==> config.mk <==
export PLATFORM = sky130hd
export DESIGN_NAME = pcm_peak_ctrl
export DESIGN_NICKNAME = d
export VERILOG_FILES = /design/src/rtl/pcm_pkg.sv /design/src/rtl/pcm_ontimer.sv /design/src/rtl/pcm_trip.sv /design/src/rtl/pcm_gate_ctrl.sv /design/src/rtl/pcm_peak_ctrl.sv
export SDC_FILE = /design/constraint.sdc
export NUM_CORES = 1
export LEC_CHECK = 0
export ABC_AREA = 1
export BUFFER_PORTS_ARGS = -buffer_cell sky130_fd_sc_hd__buf_2
export CAP_MARGIN = 20
export CELL_PAD_IN_SITES_DETAIL_PLACEMENT = 0
export CELL_PAD_IN_SITES_GLOBAL_PLACEMENT = 1
export CORE_MARGIN = 10
export CORE_UTILIZATION = 30
export DETAILED_ROUTE_END_ITERATION = 6
export PLACE_DENSITY_LB_ADDON = 0.1
export SETUP_SLACK_MARGIN = 0.2
export SYNTH_ARGS = -nofsm -noshare
export SYNTH_HDL_FRONTEND = slang
export SYNTH_SLANG_ARGS = --single-unit
==> constraint.sdc <==
create_clock -name clk -period 3.4 [get_ports clk]
set_clock_uncertainty 0.2 [all_clocks]
set_input_delay 0.51 -clock clk [delete_from_list [all_inputs] [get_ports clk]]
set_output_delay 0.51 -clock clk [all_outputs]
set_load 0.1 [all_outputs]
==> src/rtl/pcm_pkg.sv <==
package pcm_pkg;

  typedef enum logic [1:0] {
    CUT_NONE = 2'd0,
    CUT_LOOP = 2'd1,
    CUT_ILIM = 2'd2,
    CUT_MAXD = 2'd3
  } cut_cause_e;

endpackage

==> src/rtl/pcm_ontimer.sv <==
module pcm_ontimer #(
  parameter int MAX_ON     = 30,
  parameter int BLANK_CYC  = 4,
  parameter int MIN_ON_CYC = 8,
  parameter int CNT_W      = 5
) (
  input  logic             clk,
  input  logic             rst_n,
  input  logic             restart,
  input  logic             running,
  output logic [CNT_W-1:0] cnt,
  output logic             unblanked,
  output logic             min_met,
  output logic             duty_hit
);

  always_ff @(posedge clk or negedge rst_n) begin
    if (!rst_n) begin
      cnt <= '0;
    end else if (restart) begin
      cnt <= '0;
    end else if (running && (int'(cnt) < MAX_ON)) begin
      cnt <= cnt + 1'b1;
    end
  end

  always_comb begin
    unblanked = (int'(cnt) >= BLANK_CYC);
    min_met   = (int'(cnt) + 1 >= MIN_ON_CYC);
    duty_hit  = (int'(cnt) + 1 >= MAX_ON);
  end

endmodule

==> src/rtl/pcm_trip.sv <==
module pcm_trip #(
  parameter int CODE_W    = 10,
  parameter int CNT_W     = 5,
  parameter int RAMP_STEP = 4,
  parameter int ILIM_CODE = 205
) (
  input  logic [CODE_W-1:0] isense,
  input  logic [CODE_W-1:0] err_v,
  input  logic [CODE_W-1:0] err_i,
  input  logic [CNT_W-1:0]  cnt,
  output logic              loop_trip,
  output logic              ilim_trip
);

  localparam int RS_W  = (RAMP_STEP > 0) ? $clog2(RAMP_STEP + 1) : 1;
  localparam int SUM_W = CODE_W + CNT_W + RS_W + 1;
  localparam logic [CODE_W-1:0] ILIM_C = CODE_W'(ILIM_CODE);

  logic [CODE_W-1:0] level;
  logic [SUM_W-1:0]  ramp;
  logic [SUM_W-1:0]  sensed;

  always_comb begin
    level = (err_v < err_i) ? err_v : err_i;
  end

  generate
    if (RAMP_STEP > 0) begin : g_ramp
      always_comb ramp = SUM_W'(RAMP_STEP) * SUM_W'(cnt);
    end else begin : g_flat
      always_comb ramp = '0;
    end
  endgenerate

  always_comb begin
    sensed    = SUM_W'(isense) + ramp;
    loop_trip = (sensed >= SUM_W'(level));
    ilim_trip = (isense > ILIM_C);
  end

endmodule

==> src/rtl/pcm_gate_ctrl.sv <==
module pcm_gate_ctrl
  import pcm_pkg::*;
(
  input  logic       clk,
  input  logic       rst_n,
  input  logic       start,
  input  logic       fault,
  input  logic       unblanked,
  input  logic       min_met,
  input  logic       duty_hit,
  input  logic       loop_trip,
  input  logic       ilim_trip,
  output logic       gate,
  output cut_cause_e cause
);

  cut_cause_e pend;
  cut_cause_e fresh;
  cut_cause_e eff;

  always_comb begin
    fresh = CUT_NONE;
    if (unblanked) begin
      if (ilim_trip)      fresh = CUT_ILIM;
      else if (loop_trip) fresh = CUT_LOOP;
    end
    eff = (pend != CUT_NONE) ? pend : fresh;
  end

  always_ff @(posedge clk or negedge rst_n) begin
    if (!rst_n) begin
      gate  <= 1'b0;
      cause <= CUT_NONE;
      pend  <= CUT_NONE;
    end else if (start) begin
      gate  <= !fault;
      cause <= CUT_NONE;
      pend  <= CUT_NONE;
    end else if (gate) begin
      if ((eff != CUT_NONE) && min_met) begin
        gate  <= 1'b0;
        cause <= eff;
        pend  <= CUT_NONE;
      end else if (duty_hit) begin
        gate  <= 1'b0;
        cause <= CUT_MAXD;
        pend  <= CUT_NONE;
      end else begin
        pend  <= eff;
      end
    end
  end

endmodule

==> src/rtl/pcm_peak_ctrl.sv <==
module pcm_peak_ctrl #(
  parameter int CODE_W     = 10,
  parameter int PERIOD_CYC = 40,
  parameter int DUTY_PCT   = 75,
  parameter int BLANK_CYC  = 4,
  parameter int MIN_ON_CYC = 8,
  parameter int RAMP_STEP  = 4,
  parameter int ILIM_CODE  = 205
) (
  input  logic              clk,
  input  logic              rst_n,
  input  logic              cyc_start,
  input  logic              fault_off,
  input  logic [CODE_W-1:0] isense,
  input  logic [CODE_W-1:0] err_v,
  input  logic [CODE_W-1:0] err_i,
  output logic              gate_on,
  output logic [1:0]        off_cause
);

  localparam int MAX_ON = PERIOD_CYC * DUTY_PCT / 100;
  localparam int CNT_W  = $clog2(MAX_ON + 1);

  logic [CNT_W-1:0]    cnt;
  logic                unblanked;
  logic                min_met;
  logic                duty_hit;
  logic                loop_trip;
  logic                ilim_trip;
  pcm_pkg::cut_cause_e cause;

  pcm_ontimer #(
    .MAX_ON(MAX_ON), .BLANK_CYC(BLANK_CYC), .MIN_ON_CYC(MIN_ON_CYC), .CNT_W(CNT_W)
  ) u_timer (
    .clk(clk), .rst_n(rst_n), .restart(cyc_start), .running(gate_on),
    .cnt(cnt), .unblanked(unblanked), .min_met(min_met), .duty_hit(duty_hit)
  );

  pcm_trip #(
    .CODE_W(CODE_W), .CNT_W(CNT_W), .RAMP_STEP(RAMP_STEP), .ILIM_CODE(ILIM_CODE)
  ) u_trip (
    .isense(isense), .err_v(err_v), .err_i(err_i), .cnt(cnt),
    .loop_trip(loop_trip), .ilim_trip(ilim_trip)
  );

  pcm_gate_ctrl u_gate (
    .clk(clk), .rst_n(rst_n), .start(cyc_start), .fault(fault_off),
    .unblanked(unblanked), .min_met(min_met), .duty_hit(duty_hit),
    .loop_trip(loop_trip), .ilim_trip(ilim_trip),
    .gate(gate_on), .cause(cause)
  );

  assign off_cause = cause;

endmodule

; Yosys cells after proc, flatten, opt, wreduce, memory -nomap -nowiden
; Index checks and enable logic that the tools add are counted.
[op_classes]
addsub = 3
reduce_logical = 9
n_mux = 19
n_lt_le_gt_ge = 7
[op_table]
columns = cell, count
row1 = greater-or-equal comparator 32 x 5 -> 1 bit (second input constant), 1
row2 = greater-or-equal comparator 32 x 6 -> 1 bit (second input constant), 1
row3 = 2-to-1 mux 2 bit, 11
row4 = greater-or-equal comparator 19 x 10 -> 1 bit, 1
row5 = adder 10 x 7 -> 11 bit, 1
row6 = greater-than comparator 10 x 8 -> 1 bit (second input constant), 1
row7 = less-than comparator 10 bit, 1
row8 = 2-to-1 mux 10 bit, 1
row9 = 2-to-1 mux 5 bit, 2
row10 = nonzero test 2 bit, 4
row11 = adder 5 x 1 -> 6 bit (second input constant), 1
row12 = adder 5 x 1 -> 5 bit (second input constant), 1
row13 = greater-or-equal comparator 5 x 3 -> 1 bit (second input constant), 1
row14 = less-than comparator 5 bit (second input constant), 1
row15 = 2-to-1 mux 1 bit, 5
row16 = nonzero test 3 bit, 1
row17 = logical AND 1 bit, 2
row18 = AND reduction 2 bit, 1
row19 = zero test 1 bit, 1
[word_totals]
regBits = 10
word_cells = 42
output_inout_bits = 3
inputBits = 34

; Logic depth before layout (Yosys ltp)
; Gate-level depths: netlist (run 1).
[depth]
ltp_word = 12
depth_mapped = 25
mapped_depth_nobuf = 24

; By module
; A second synthesis (run 1) with hierarchy kept.
[hier_totals]
cells_unflattened = 279
area_unflattened_um2 = 1716.6
[modules_own_cells]
columns = mod, n_inst, cells_each, area_per_inst_um2, seq_area_each_um2
row1 = pcm_trip, 1, 175, 999.7, 0.0
row2 = pcm_ontimer, 1, 56, 384.1, 125.1
row3 = pcm_gate_ctrl, 1, 48, 332.8, 125.1

; Least setup slack after synthesis (run 1)
; No wires, ideal clock.
[synth_path]
kind = input to register
start = in err_i[5]
end = reg u_gate.cause[0]
setup_slack_ps = 331
n_path_buf = 1
t_required_ps = 3132
stages = 22
t_arrival_ps = 2802
setup_ps = 68
cell_sequence = inv_1 > ha_1 > inv_1 > nor3_1 > o211ai_1 > o2111ai_1 > clkbuf_1 > nand2_1 > o21ai_0 > ha_1 > and3_1 > nand2_1 > nand4_1 > nand2_1 > nand3_2 > nand2_2 > nand3_2 > nand2_2 > nand2_4 > nand2_2 > nand2_1 > nand2_1
[synth_via]
elab_chain_cells = 12
elab_cells_between_ends = 14
cone_classes = order compare: 2 / mux: 8 / reduce/logical: 4
[synth_lines]
columns = element, line
row1 = start: declaration, pcm_peak_ctrl.sv:16  ; input logic [CODE_W-1:0] err_i,
row2 = less-than comparator 10 bit, pcm_trip.sv:24  ; level = (err_v < err_i) ? err_v : err_i;
row3 = 2-to-1 mux 10 bit (*), pcm_trip.sv:24
row4 = greater-or-equal comparator 19 x 10 -> 1 bit (*), pcm_trip.sv:37  ; loop_trip = (sensed >= SUM_W'(level));
row5 = 2-to-1 mux 1 bit (*), pcm_gate_ctrl.sv:25  ; else if (loop_trip) fresh = CUT_LOOP;
row6 = 2-to-1 mux 2 bit (*), pcm_gate_ctrl.sv:24  ; if (ilim_trip) fresh = CUT_ILIM;
row7 = 2-to-1 mux 2 bit (*), pcm_gate_ctrl.sv:23  ; if (unblanked) begin
row8 = 2-to-1 mux 2 bit (*), pcm_gate_ctrl.sv:27  ; eff = (pend != CUT_NONE) ? pend : fresh;
row9 = nonzero test 2 bit, pcm_gate_ctrl.sv:40  ; if ((eff != CUT_NONE) && min_met) begin
row10 = logical AND 1 bit, pcm_gate_ctrl.sv:40
row11 = 2-to-1 mux 2 bit, pcm_gate_ctrl.sv:40
row12 = 2-to-1 mux 2 bit, pcm_gate_ctrl.sv:39  ; end else if (gate) begin
row13 = 2-to-1 mux 2 bit, pcm_gate_ctrl.sv:35  ; end else if (start) begin
row14 = end signal: assignment, pcm_gate_ctrl.sv:33  ; cause <= CUT_NONE;
row15 = end signal: assignment, pcm_gate_ctrl.sv:37  ; cause <= CUT_NONE;
row16 = end signal: assignment, pcm_gate_ctrl.sv:42  ; cause <= eff;
row17 = end: declaration, pcm_gate_ctrl.sv:14  ; output cut_cause_e cause
; Every way passes the cells marked *; elsewhere a longest branch is shown, timed or not. The select of a mux whose other input is x is not followed.
; A chain may end at the register's enable or synchronous reset.

; Worst setup path in the final report (run 1)
[layout_path]
start = in err_i[1]
end = reg u_gate.cause[1]
[layout_via]
elab_chain_cells = 12
elab_cells_between_ends = 14
cone_classes = order compare: 2 / mux: 8 / reduce/logical: 4
[layout_lines]
columns = element, line
row1 = less-than comparator 10 bit, pcm_trip.sv:24
row2 = 2-to-1 mux 10 bit (*), pcm_trip.sv:24
row3 = greater-or-equal comparator 19 x 10 -> 1 bit (*), pcm_trip.sv:37
row4 = 2-to-1 mux 1 bit (*), pcm_gate_ctrl.sv:25
row5 = 2-to-1 mux 2 bit (*), pcm_gate_ctrl.sv:24
row6 = 2-to-1 mux 2 bit (*), pcm_gate_ctrl.sv:23
row7 = 2-to-1 mux 2 bit (*), pcm_gate_ctrl.sv:27
row8 = nonzero test 2 bit (*), pcm_gate_ctrl.sv:40
row9 = logical AND 1 bit (*), pcm_gate_ctrl.sv:40
row10 = 2-to-1 mux 2 bit, pcm_gate_ctrl.sv:40
row11 = 2-to-1 mux 2 bit, pcm_gate_ctrl.sv:39
row12 = 2-to-1 mux 2 bit, pcm_gate_ctrl.sv:35
; Marks and branches as above.

==> results.yml, run 1 <==
outcome:
  outcome: "finished, final reports clean"
synthesis:
  largest_family_of_logic_cells_by_synthesized_area: "simple AND/OR/NAND/NOR gates"
  syn_area_um2: 1430
  synth_xor_area_share_pct: 5.50
  ys_seq_area_share_pct: 17.5
  synthSimpleGateAreaFrac_pct: 26.0
  yosys_register_bits: 10
  post_synth_main_area_contributors: "sky130_fd_sc_hd__ha_1 (24%), sky130_fd_sc_hd__dfrtp_1 (17%), sky130_fd_sc_hd__nand2_1 (10%), sky130_fd_sc_hd__inv_1 (9.2%), sky130_fd_sc_hd__nand3_1 (5.6%)"
  synth_compound_area_share_pct: 16.1
  synth.lib_cells_used.distinct: 32
  synth.net_count: 265
  synth.top_cell.area_share_pct: 23.6
  synthesized_netlist_cell_count: 203
  synth_fa_ha_area_share_pct: 25.0
  yosys_warnings: 0
  average_cell_area_after_synthesis_um2: 7.06
  synthDominantAreaCellType: "sky130_fd_sc_hd__ha_1"
  synthMuxAreaShare_pct: 0
worst_setup_path:
  reg2regPathDepth: 21
  start_kind: "primary input"
  required_ns: 3.32
  timing.critical_path.to_type: "register"
  worstSetupEndpoint: "u_gate.cause[1]"
  timing.critical_path.fanout_max: 6
  critical_path_class: "primary input to register"
  cp-startpoint: "err_i[1]"
  reg2reg_from: "u_timer.cnt[2]"
  timing.critical_path.arrival_ns: 3.03
  ff2ff_setup_slack_ns: 0.45
  critical_path.reg2reg.endpoint: "u_gate.cause[1]"
routing:
  detail-route-antenna-nets: 0
  route.met3.wl_um: 244
  route.final.wire_length_mm: 3.69
  routed.top_layer: "met3"
  avgRoutedWirePerCell_um: 12.3
  dr.first_iter.drc_count: 33
  metal2_wl_mm: 1.57
  drt_pre_antenna_iters: 4
  vias_per_cell: 4.69
  vias: 1406
  met1Wirelength_mm: 1.88
  remaining_drc_errors: 0
flow_run:
  max_cap_violations: 0
clock_tree:
  clkSlewWorstSetupHoldPaths_ns: 0.05
  cts_num_sinks: 10
  cts_tree: "yes"
  clk_latency_ns: 0.23
  htree_num_levels: 1
  cts-root-buf: "sky130_fd_sc_hd__clkbuf_8"
  cts_buffers: 3
  cts.path.max_buffers: 2
layout:
  fillCellCount: 506
  design.final.nets: 310
  finish.utilization_pct: 41.6
  post_route_cells_drive_above_1_share_pct: 31.7
  area_growth_pct: 35.4
  antenna_cells_inserted: 0
placed_design:
  half_perimeter_wire_length_of_the_detailed_placement_result_mm: 3.05
  routability_congestion_estimate_from_global_placement: 0.740
  port_buffers: 36
timing:
  setup_total_negative_slack_ns: 0
  relSlewSlack_pct: 63.4
  slew_viol_final: 0
  ratio_of_final_minimum_period_to_clock_period_pct: 91.5
  timing.final.setup_violations: 0
  worst_pin_slew_ns: 0.545
  setup_repair_after_global_routing_missed_its_margin: "yes"
  final-hold-violation-count: 0
  period_minus_slack_ns: 3.11
  fmax_mhz: 321
die:
  core_area_um2: 4660
  die_y_um: 89.1
  floorplan.rows: 25
  initial_utilization_pct: 30.7
  floorplan_die_area_um2: 7940
  fp.dieW_um: 89.1
  pin_count: 37
power:
  cellPowerDensity_nw_per_um2: 312
  static-leakage-power_nw: 1.02
  irDropWorstVdd_uv: 162
global_route:
  groute.usage.overall_pct: 9.37
  number_of_global_route_vias_before_repair: 1390
  antenna_found_initial: 0
  largest_net_degree_at_the_start_of_global_routing: 21
  grt_first_pass_wirelength_mm: 6.11
  global_route.overflow_total: 0
min_path:
  holdCritPathClass: "primary input to register"
cells in the final DEF (no fill, tap or decap), types with 2 or more instances in the layout:
cell type / synthesis / routed
sky130_fd_sc_hd__a21oi_1: 10 / 8
sky130_fd_sc_hd__a21oi_2: 0 / 2
sky130_fd_sc_hd__buf_2: 0 / 35
sky130_fd_sc_hd__buf_4: 0 / 2
sky130_fd_sc_hd__buf_6: 0 / 4
sky130_fd_sc_hd__clkbuf_8: 0 / 3
sky130_fd_sc_hd__dfrtp_1: 10 / 10
sky130_fd_sc_hd__ha_1: 27 / 22
sky130_fd_sc_hd__ha_4: 0 / 5
sky130_fd_sc_hd__inv_1: 35 / 33
sky130_fd_sc_hd__nand2_1: 40 / 35
sky130_fd_sc_hd__nand2_2: 5 / 8
sky130_fd_sc_hd__nand2_4: 1 / 3
sky130_fd_sc_hd__nand3_1: 16 / 13
sky130_fd_sc_hd__nand3_2: 3 / 6
sky130_fd_sc_hd__nand4_1: 2 / 2
sky130_fd_sc_hd__nor2_1: 7 / 6
sky130_fd_sc_hd__o21ai_0: 16 / 11
sky130_fd_sc_hd__o21ai_1: 1 / 5
sky130_fd_sc_hd__o21ai_2: 1 / 2
sky130_fd_sc_hd__o22ai_1: 3 / 3
sky130_fd_sc_hd__xnor2_1: 4 / 4
sky130_fd_sc_hd__xor2_1: 5 / 5
power by group:
part	leakage, nW	switching (mW)	internal (mW)
clock	0.0216	0.0458	0.0775
combinational	0.869	0.204	0.136
sequential	0.132	0.0110	0.131
total	1.02	0.261	0.345
Yosys cell counts (all sizes together):
master / number
o21bai: 1
nand3: 19
a31oi: 1
dfrtp: 10
nor3b: 1
o22ai: 3
o21ai: 18
a21boi: 2
clkinv: 1
inv: 35
o21a: 1
nand4: 2
fa: 1
nor2: 7
ha: 27
xnor2: 4
nand2: 46
and3: 1
a21oi: 10
o211ai: 1
clkbuf: 2
nor3: 1
xor2: 5
o31ai: 2
o2111ai: 1
nor4: 1
worst min path at each step:
stage	startpoint	endpoint	slack [ns]	depth (start not counted)
after floorplan	rst_n	u_gate.cause[0]	0.01	0
after global placement	rst_n	u_gate.cause[0]	0.19	1
after detailed placement	rst_n	u_gate.cause[0]	0.20	1
after CTS	fault_off	u_gate.gate	0.26	2
after global routing	fault_off	u_gate.gate	0.27	2
final	fault_off	u_gate.gate	0.27	2
worst max-delay path, stage by stage:
cell and delay, ns:
sky130_fd_sc_hd__buf_6 0.09, sky130_fd_sc_hd__inv_4 0.05, sky130_fd_sc_hd__ha_4 0.19, sky130_fd_sc_hd__a21boi_4 0.13
sky130_fd_sc_hd__o211ai_1 0.28, sky130_fd_sc_hd__o2111ai_4 0.19, sky130_fd_sc_hd__buf_6 0.18, sky130_fd_sc_hd__nand2_1 0.05
sky130_fd_sc_hd__o21ai_1 0.07, sky130_fd_sc_hd__ha_1 0.32, sky130_fd_sc_hd__a21oi_1 0.13, sky130_fd_sc_hd__nand2_1 0.09
sky130_fd_sc_hd__nand2_1 0.07, sky130_fd_sc_hd__nand4_1 0.08, sky130_fd_sc_hd__nand2_1 0.09, sky130_fd_sc_hd__nand3_2 0.08
sky130_fd_sc_hd__nand2_4 0.08, sky130_fd_sc_hd__nand3_2 0.06, sky130_fd_sc_hd__nand2_2 0.08, sky130_fd_sc_hd__nand2_4 0.08
sky130_fd_sc_hd__nand3_2 0.08, sky130_fd_sc_hd__nand2_1 0.05
kinds of logic (layout without fill, tap and decap cells):
| kind of cell | count (synthesis) | after routing |
|---|---|---|
| compound gates | 40 | 40 |
| xor+xnor | 9 | 9 |
| fa+ha+maj | 28 | 28 |
| buf+inv | 38 | 81 |
| flops | 10 | 10 |
| simple gates | 78 | 78 |
final cells by class:
type | instances | area [um2] | share of cell area, %
multi-input combinational | 155 | 1200 | 61.7
sequential | 10 | 250 | 12.9
timing repair buffer | 42 | 245 | 12.6
inverter | 36 | 138 | 7.10
tap | 54 | 67.6 | 3.48
clock buffer | 3 | 41.3 | 2.13
per-layer routing:
metal | global-route usage [%] | up-vias
li1 | - | 763
met1 | 13.3 | 614
met2 | 13.7 | 29
met3 | 2.92 | 0
met4 | 1.30 | 0
met5 | 0 | -
stage by stage:
| stage | hold slack (ns) | instance area (um2) | worst slack (ns) | cells | power [mW] |
|---|---|---|---|---|---|
| finish | 0.265 | 1940 | 0.289 | 300 | 0.606 |
| CTS | 0.260 | 1740 | 0.269 | 297 | 0.563 |
| floorplan | 0.0144 | 1430 | 0.331 | 203 | 0.353 |
| detailed placement | 0.195 | 1690 | 0.0236 | 293 | 0.435 |
| global placement | 0.192 | 1690 | 0.0257 | 293 | 0.438 |
| global route | 0.266 | 1940 | 0.110 | 300 | 0.671 |
state kept, by name, indices dropped and copies added, names as in the netlist:
register / count
u_gate.cause: 2
u_gate.pend: 2
u_gate.gate: 1
u_timer.cnt: 5
timing repair:
action                                  4_1_cts  5_1_grt
setup buffers                                 0        1
hold buffers                                  1        0
hold endpoints to repair                     10        0
resized for setup                             0       42
endpoints found under the setup margin        0        5
Power figures use the tool's default switching activity.
==> run 2, diff against run 1 <==
--- a/config.mk
+++ b/config.mk
@@ -11,7 +11,7 @@
 export CELL_PAD_IN_SITES_DETAIL_PLACEMENT = 0
 export CELL_PAD_IN_SITES_GLOBAL_PLACEMENT = 1
 export CORE_MARGIN = 10
-export CORE_UTILIZATION = 30
+export CORE_UTILIZATION = 37
 export DETAILED_ROUTE_END_ITERATION = 6
 export PLACE_DENSITY_LB_ADDON = 0.1
 export SETUP_SLACK_MARGIN = 0.2
==> run 2 against run 1 <==
Combinational power down 2%. Total power is 1.3% lower. Critical path depth did not move. Count of clock-buffer cells in the layout did not move. Setup slack got worse by 0.057 ns. Worst hold slack got worse by 0.0065 ns. Non-clock buffer count stayed put. Clock power barely moved. Sequential power about the same. Largest cell class unchanged. Highest routed layer unchanged.
==> results.yml, run 2 (synthesized netlist as in run 1, its figures left out) <==
worst_setup_path:
  cpMostUsedCell: "sky130_fd_sc_hd__nand2_1"
  critical_path_class: "primary input to register"
  timing.critical_path.arrival_ns: 3.09
  start_kind: "primary input"
  path_cells: "buf_2 > ha_1 > a21oi_1 > o31ai_2 > nand2_1 > o2111ai_4 > buf_12 > nand2_4 > o21ai_2 > ha_1 > a21oi_2 > nand2_1 > nand2_1 > nand4_1 > nand2_1 > nand3_2 > nand2_2 > nand3_2 > nand2_2 > nand2_4 > nand3_1 > nand2_1"
  cp_num_buf_inv: 2
  worst_path_dominant_cell_family: "simple AND/OR/NAND/NOR gates"
  required_ns: 3.32
  worst_path_max_delay_cell: "sky130_fd_sc_hd__ha_1"
  max_stage_delay_ns: 0.32
  timing.critical_path.fanout_max: 6
  reg2reg_from: "u_timer.cnt[2]"
  cp-startpoint: "err_v[5]"
  timing.critical_path.to_type: "register"
routing:
  avgRoutedWirePerCell_um: 11.5
  vias: 1388
  vias_per_cell: 4.72
  remaining_drc_errors: 0
  route.final.wire_length_mm: 3.40
  detail-route-antenna-nets: 0
  routed.top_layer: "met3"
  metal2_wl_mm: 1.37
  dr.first_iter.drc_count: 44
  met1Wirelength_mm: 1.84
  drt_pre_antenna_iters: 4
  route.met3.wl_um: 178
clock_tree:
  cts_buffers: 3
  clk_latency_ns: 0.23
  cts-root-buf: "sky130_fd_sc_hd__clkbuf_8"
  cts_tree: "yes"
  cts_num_sinks: 10
  htree_num_levels: 1
  clkSlewWorstSetupHoldPaths_ns: 0.05
  cts.path.max_buffers: 2
global_route:
  antenna_found_initial: 0
  number_of_global_route_vias_before_repair: 1333
  grt_first_pass_wirelength_mm: 5.67
  global_route.overflow_total: 0
  groute.usage.overall_pct: 10.2
  largest_net_degree_at_the_start_of_global_routing: 21
placed_design:
  post_dp_cell_area_um2: 1690
  routability_congestion_estimate_from_global_placement: 0.785
  port_buffers: 36
  half_perimeter_wire_length_of_the_detailed_placement_result_mm: 2.82
die:
  fp.dieW_um: 82.2
  initial_utilization_pct: 38.6
  die_y_um: 82.2
  pin_count: 37
  floorplan_die_area_um2: 6760
  floorplan.rows: 22
  core_area_um2: 3720
layout:
  post-route-cell-area_um2: 1910
  post_route_cells_drive_above_1_share_pct: 28.9
  registers.top_by_ff_count: "u_timer.cnt"
  area_growth_pct: 33.6
  design.final.nets: 310
  layout_common_cells: "sky130_fd_sc_hd__nand2_1 (37), sky130_fd_sc_hd__buf_2 (35), sky130_fd_sc_hd__inv_1 (34)"
  finish.utilization_pct: 51.5
  largest_register_ff_count: 5
  antenna_cells_inserted: 0
  layout_commonest_cell: "sky130_fd_sc_hd__nand2_1"
  biggestRegsByFlops: "u_timer.cnt x5, u_gate.cause x2, u_gate.pend x2"
  fillCellCount: 390
timing:
  relSlewSlack_pct: 65.4
  fmax_mhz: 316
  worst_pin_slew_ns: 0.515
  setup_repair_after_global_routing_missed_its_margin: "yes"
  ratio_of_final_minimum_period_to_clock_period_pct: 93.2
  slew_viol_final: 0
  final-hold-violation-count: 0
  timing.final.setup_violations: 0
  period_minus_slack_ns: 3.17
  holdWs_ns: 0.259
power:
  power_uw: 598
  cellPowerDensity_nw_per_um2: 313
  static-leakage-power_nw: 1.04
  irDropWorstVdd_uv: 175
outcome:
  outcome: "finished, final reports clean"
min_path:
  hold_start: "fault_off"
  holdCritPathClass: "primary input to register"
flow_run:
  max_cap_violations: 0
-- run 2: changes by cell type in the layout (fill, tap and decap cells not counted), sizes merged --
cell	previous run	this run
clkbuf	3	5
buf	41	39
-- run 2: repair_timing --
item / CTS / global route
buffers inserted: 0 / 1
hold buffers: 1 / 0
endpoints found under the hold margin: 10 / 0
setup endpoints to repair: 0 / 5
resized for setup: 0 / 27
-- run 2: layout make-up --
cell class / count / area (um2) / share of cell area, %
repair buffers: 42 / 282 / 14.7
inverters: 36 / 138 / 7.19
well taps: 48 / 60.1 / 3.14
flip-flops and latches: 10 / 250 / 13.1
multi-input cells: 155 / 1140 / 59.7
clock buffers: 3 / 41.3 / 2.16
-- run 2: layer usage --
metal	global-route usage, %	up-vias
li1	-	763
met1	15.1	599
met2	13.9	26
met3	3.24	0
met4	1.53	0
met5	0	-
-- run 2: path summary, 6_finish.rpt --
| path | depth (start not counted) | slack, ns | end |
|---|---|---|---|
| min in group asynchronous | 2 | 0.47 | u_timer.cnt[2] |
| max in group asynchronous | 2 | 2.33 | u_gate.gate |
| worst min register to register | 2 | 0.27 | u_gate.cause[0] |
| worst min-delay path | 2 | 0.26 | u_gate.gate |
| worst max-delay path | 22 | 0.23 | u_gate.cause[1] |
| worst max register to register | 21 | 0.37 | u_gate.cause[1] |
-- run 2: worst reg2reg max path, cell delays in order (launching register included) --
cell and delay [ns]:
sky130_fd_sc_hd__dfrtp_1 0.43, sky130_fd_sc_hd__ha_1 0.37, sky130_fd_sc_hd__nand3_1 0.08, sky130_fd_sc_hd__nand2_1 0.12, sky130_fd_sc_hd__a21oi_1 0.08, sky130_fd_sc_hd__o21bai_1 0.23, sky130_fd_sc_hd__xnor2_1 0.15, sky130_fd_sc_hd__inv_1 0.06
sky130_fd_sc_hd__ha_1 0.29, sky130_fd_sc_hd__nand2_1 0.05, sky130_fd_sc_hd__nor2_1 0.12, sky130_fd_sc_hd__nand2_1 0.07, sky130_fd_sc_hd__nand4_1 0.09, sky130_fd_sc_hd__nand2_1 0.07, sky130_fd_sc_hd__nand3_2 0.06, sky130_fd_sc_hd__nand2_2 0.07
sky130_fd_sc_hd__nand3_2 0.08, sky130_fd_sc_hd__nand2_2 0.06, sky130_fd_sc_hd__nand2_4 0.10, sky130_fd_sc_hd__nand2_2 0.06, sky130_fd_sc_hd__nand2_1 0.05, sky130_fd_sc_hd__nand2_1 0.04
-- run 2: per-stage QoR --
| step | TNS [ns] | cells | worst slack, ns |
|---|---|---|---|
| after global placement | 0 | 287 | 0.0691 |
| final | 0 | 294 | 0.232 |
| after detailed placement | 0 | 287 | 0.0687 |
| after floorplan | 0 | 203 | 0.331 |
| after CTS | 0 | 291 | 0.307 |
| after global routing | -0.00611 | 294 | -0.00611 |
-- run 2: report_power, final --
part / switching, mW / internal, mW / total, mW
sequential: 0.00962 / 0.131 / 0.141
clock: 0.0460 / 0.0775 / 0.123
combinational: 0.196 / 0.138 / 0.334
total: 0.251 / 0.347 / 0.598
